--- config.mk ---
export PLATFORM = sky130hd
export DESIGN_NAME = amo_unit
export DESIGN_NICKNAME = d
export VERILOG_FILES = /design/src/rtl/amo_pkg.sv /design/src/rtl/amo_arbiter.sv /design/src/rtl/amo_alu.sv /design/src/rtl/amo_mem.sv /design/src/rtl/amo_unit.sv
export SDC_FILE = /design/constraint.sdc
export NUM_CORES = 1
export LEC_CHECK = 0
export CORE_AREA = 3 3 125 127
export DETAILED_ROUTE_END_ITERATION = 10
export DIE_AREA = 0 0 128 130
export DONT_BUFFER_PORTS = 1
export PLACE_DENSITY_LB_ADDON = 0.05
export RECOVER_POWER = 100
export SKIP_LAST_GASP = 1
export SLEW_MARGIN = 10
export SYNTH_ARGS = -nofsm -noshare
export SYNTH_HDL_FRONTEND = slang
export SYNTH_SLANG_ARGS = --single-unit
export TNS_END_PERCENT = 1
--- constraint.sdc ---
create_clock -name clk -period 12.8 [get_ports clk]
set_input_delay 0.64 -clock clk [delete_from_list [all_inputs] [get_ports clk]]
set_output_delay 0.64 -clock clk [all_outputs]
set_load 0.01 [all_outputs]
--- src/rtl/amo_pkg.sv ---
package amo_pkg;
    localparam int OPW = 3;

    typedef enum logic [OPW-1:0] {
        OP_READ  = 3'd0,
        OP_WRITE = 3'd1,
        OP_SWAP  = 3'd2,
        OP_TAS   = 3'd3,
        OP_FINC  = 3'd4
    } amo_op_e;

    function automatic amo_op_e decode_op(input logic [OPW-1:0] bits);
        if (bits > 3'd4) return OP_READ;
        return amo_op_e'(bits);
    endfunction
endpackage

--- src/rtl/amo_arbiter.sv ---
module amo_arbiter #(
    parameter int NREQ = 3,
    localparam int PW = (NREQ > 1) ? $clog2(NREQ) : 1
) (
    input  logic            clk,
    input  logic            rst,
    input  logic [NREQ-1:0] valid,
    output logic [NREQ-1:0] gnt,
    output logic [PW-1:0]   gidx,
    output logic            any
);
    logic [PW-1:0] ptr;
    int            cand;

    always_comb begin
        gnt  = '0;
        gidx = '0;
        any  = 1'b0;
        cand = 0;
        for (int k = 0; k < NREQ; k++) begin
            cand = (int'(ptr) + k) % NREQ;
            if (!any && valid[cand]) begin
                any       = 1'b1;
                gnt[cand] = 1'b1;
                gidx      = PW'(cand);
            end
        end
    end

    always_ff @(posedge clk) begin
        if (rst) begin
            ptr <= '0;
        end else if (any) begin
            ptr <= (int'(gidx) == NREQ - 1) ? '0 : PW'(int'(gidx) + 1);
        end
    end
endmodule

--- src/rtl/amo_alu.sv ---
module amo_alu
    import amo_pkg::*;
#(
    parameter int DW = 8
) (
    input  amo_op_e         op,
    input  logic [DW-1:0]   old_val,
    input  logic [DW-1:0]   wdata,
    output logic            we,
    output logic [DW-1:0]   new_val
);
    always_comb begin
        we      = 1'b0;
        new_val = old_val;
        unique case (op)
            OP_WRITE, OP_SWAP: begin
                we      = 1'b1;
                new_val = wdata;
            end
            OP_TAS: begin
                we      = (old_val == '0);
                new_val = DW'(1);
            end
            OP_FINC: begin
                we      = 1'b1;
                new_val = old_val + DW'(1);
            end
            default: begin
                we      = 1'b0;
                new_val = old_val;
            end
        endcase
    end
endmodule

--- src/rtl/amo_mem.sv ---
module amo_mem #(
    parameter int DW = 8,
    parameter int AW = 4,
    localparam int DEPTH = 1 << AW
) (
    input  logic          clk,
    input  logic          rst,
    input  logic [AW-1:0] addr,
    output logic [DW-1:0] rd_data,
    input  logic          we,
    input  logic [DW-1:0] wr_data
);
    logic [DW-1:0] words [DEPTH];

    assign rd_data = words[addr];

    always_ff @(posedge clk) begin
        if (rst) begin
            for (int i = 0; i < DEPTH; i++) words[i] <= '0;
        end else if (we) begin
            words[addr] <= wr_data;
        end
    end
endmodule

--- src/rtl/amo_unit.sv ---
module amo_unit
    import amo_pkg::*;
#(
    parameter int NREQ = 3,
    parameter int DW   = 8,
    parameter int AW   = 4,
    localparam int PW  = (NREQ > 1) ? $clog2(NREQ) : 1
) (
    input  logic               clk,
    input  logic               rst,
    input  logic [NREQ-1:0]    req_valid,
    output logic [NREQ-1:0]    req_ready,
    input  logic [NREQ*3-1:0]  req_op,
    input  logic [NREQ*AW-1:0] req_addr,
    input  logic [NREQ*DW-1:0] req_wdata,
    output logic [NREQ-1:0]    rsp_valid,
    output logic [DW-1:0]      rsp_data
);
    logic [NREQ-1:0] gnt;
    logic [PW-1:0]   gidx;
    logic            g_any;
    amo_op_e         sel_op;
    logic [AW-1:0]   sel_addr;
    logic [DW-1:0]   sel_wdata;
    logic [DW-1:0]   rd_data;
    logic [DW-1:0]   new_val;
    logic            alu_we;
    logic            wr_en;

    amo_arbiter #(.NREQ(NREQ)) u_arb (
        .clk   (clk),
        .rst   (rst),
        .valid (req_valid & {NREQ{~rst}}),
        .gnt   (gnt),
        .gidx  (gidx),
        .any   (g_any)
    );

    assign req_ready = gnt;
    assign sel_op    = decode_op(req_op[int'(gidx)*OPW +: OPW]);
    assign sel_addr  = req_addr[int'(gidx)*AW +: AW];
    assign sel_wdata = req_wdata[int'(gidx)*DW +: DW];

    amo_mem #(.DW(DW), .AW(AW)) u_mem (
        .clk     (clk),
        .rst     (rst),
        .addr    (sel_addr),
        .rd_data (rd_data),
        .we      (wr_en),
        .wr_data (new_val)
    );

    amo_alu #(.DW(DW)) u_alu (
        .op      (sel_op),
        .old_val (rd_data),
        .wdata   (sel_wdata),
        .we      (alu_we),
        .new_val (new_val)
    );

    assign wr_en = g_any & alu_we;

    always_ff @(posedge clk) begin
        if (rst) begin
            rsp_valid <= '0;
            rsp_data  <= '0;
        end else begin
            rsp_valid <= gnt;
            if (g_any) rsp_data <= rd_data;
        end
    end
endmodule

==> results.md <==
- GRT Util Overall: 0.290
- Core Rows: 44
- Root buf cell: clkbuf_16
- GRT overflow: 0
- CTS HTree Levels: 4
- Dpl cell area: 8040 µm²
- Most used cell, CP: nand3_1
- HP Class: primary input to register
- I/O pin count: 64
- Ys flop type: edfxtp_1
- Ant. Diodes: 0
- Fill cells: 1240
- Largest net degree at the start of global routing: 31
- Die W: 128 µm
- Register area share after synthesis: 0.513
- Finished Cell Area: 8430 µm²
- Worst IR Drop VDD: 0.119 mV
- Post-CTS Setup Bufs: 0
- Port bufs: 0
- WS Path Type: register to register
- Initial antenna violation count: 0
- Post-synth cell types: 84
- TritonCTS Buffers: 17
- Async SR Flop Fraction: 0
- Syn Inst Count: 761
- Top cell type's share of synthesized area: 0.481
- CP startpoint kind: register
- Core area: 14500 µm²
- Tmin final: 7870 ps
- Drt total wl: 24000 µm
- Worst endpoint data arrival time: 7960 ps
- Layout area overhead: 5.45%
- Via/cell ratio: 6.96
- DRC viols: 0
- Slew HR: 0.0482
- Most common cell in the netlist: nor2_1
- Final Hold Viols: 0
- Delay-heaviest family, CP: compound AO/OA/AOI/OAI gates
- Synthesized cell area: 8000 µm²
- Period utilization: 0.615
- Status: finished, final reports clean
- Share of cells above drive strength 1: 0.0905
- Skew-Pair Late Insertion Delay: 430 ps
- Clk sinks: 141
- Die Height: 130 µm
- Vias: 6506
- Crit-path max cell delay: 1160 ps
- First-pass GRT wire length: 36000 µm
- Final WS setup: 4930 ps
- Leak Pwr: 0.00298 µW
- CP Max Fanout: 25
- FF+latch count, synth: 141
- Drt first-iter violations: 798
- Place WS: 5630 ps
- Routed Antenna Nets: 0
- Synth top cells by count: nor2_1 (140), edfxtp_1 (128), nand2_1 (88), a21oi_1 (35), nor3_1 (29)
- Buffers & Inverters on Critical Path: 1
- Total die area: 16600 µm²
- Req. time, crit path: 12880 ps
- Achievable frequency: 0.127 GHz
- Clock-pin slew on the worst setup and hold paths: 70 ps
- Syn avg cell area: 10.5 µm²
- Final setup fails: 0
- Initial DRT Pass Iterations: 6
- Nets@finish: 794
- Number of synthesized flops with an enable pin: 128
- Slowest-stage cell, CP: nand3_1
- Slew Limit Fails: 0
- Overall Power: 2260 µW
- Post-CTS Hold Fix Bufs: 0
- RD Place Congestion: 0.964
- Cell Chain, Critical Path: inv_1 -> ha_1 -> nand3b_1 -> o21a_1 -> o2111ai_1 -> o41a_1 -> nand3_1 -> and3_1 -> a2111oi_0 -> o32ai_1 -> nor3_1 -> a31o_1 -> nand3_1 -> nand2_1
- Number of global-route vias before repair: 5975
- RSZ-0062 raised after global routing: false
- Finished Core Util: 0.580
- Post-DP HPWL: 16500 µm
- Clk buf depth: 2
- Worst slew pin tran: 1420 ps
- MaxCap Viol Count: 0
- Worst Clk Skew: 10.0 ps
- CP Capture Type: register
- CTS tree: yes
- CTS resizes: 0
- Initial Utilization: 0.550
- Synth warn: 0
- Power per Cell Area: 268 nW/µm²
- Setup TNS: 0 ps
- Syn nets: 817
- Cell taking the most area after synthesis: edfxtp_1
- Per-cell routed wire length: 25.7 µm
- Synth area leaders: edfxtp_1 (48%), nor2_1 (6.6%), nand2_1 (4.1%)
## worst paths after layout
path / start / to / slack, ps / depth (start not counted)
min reg2reg: rsp_data[0] / rsp_data[0] / 490 / 2
max reg2reg: u_arb.ptr[0] / u_mem.words[6][7] / 4930 / 14
min: rst / rsp_data[0] / 270 / 1
max: u_arb.ptr[0] / u_mem.words[6][7] / 4930 / 14
## routing by layer
metal	global-route usage	part of all wire	wire, µm	vias up
met3	0.0737	0.11	2620	71
met1	0.390	0.39	9470	3097
met2	0.456	0.45	10900	451
met5	0	0	0	-
met4	0.116	0.043	1020	0
li1	-	-	-	2887
## sequential cells by signal, summed over array words and instances, names as in the netlist
signal	cells
rsp_data	8
rsp_valid	3
u_arb.ptr	2
u_mem.words	128
## area by class of cell
type                    instances  area (µm²)  share of cell area
clock buffers                  18         429              0.0509
clock inverters                14         134              0.0159
multi-input cells             563        3440               0.409
well taps                     184         230              0.0273
flip-flops and latches        141        4100               0.487
inverters                       5        18.8             0.00223
repair buffers                 10        71.3             0.00846
## cells by family after synthesis
group / Yosys count / synth area share
muxes: 24 / 0.0311
and+or+nand+nor: 343 / 0.210
DFF: 141 / 0.513
adders and majority gates: 6 / 0.00939
buffers and inverters: 57 / 0.0372
AOI/OAI and AO/OA: 190 / 0.199
## placed cells by master, fill, tap and decap left out, types with 4 or more instances in the layout
master / n
and3_1: 8
nand2_1: 89
edfxtp_1: 128
o22a_1: 4
a21o_1: 4
a22o_1: 4
and4_1: 4
o311a_1: 5
o2111ai_1: 5
and2_1: 8
inv_1: 4
dfxtp_1: 13
o311ai_0: 7
o21ai_0: 15
nor2_1: 140
o2111a_1: 4
o211ai_1: 5
a22oi_1: 18
o221ai_1: 11
a211oi_1: 6
nand3_1: 30
buf_4: 9
ha_1: 6
mux2i_1: 20
o41ai_1: 4
o31ai_1: 12
clkbuf_16: 17
a221o_1: 8
nor3_1: 28
inv_6: 6
nand4_1: 14
a21oi_1: 35
## power breakdown
group | switching [µW] | internal [µW]
clock | 209 | 271
combinational | 882 | 307
sequential | 28.2 | 561
total | 1120 | 1140
## metrics by stage
step                hold slack (ps)  instances
floorplan                       476        761
global placement                487        903
detailed placement              491        903
CTS                             274        935
global route                    267        935
finish                          274        935
No activity file was read; power rests on OpenSTA's default activity.
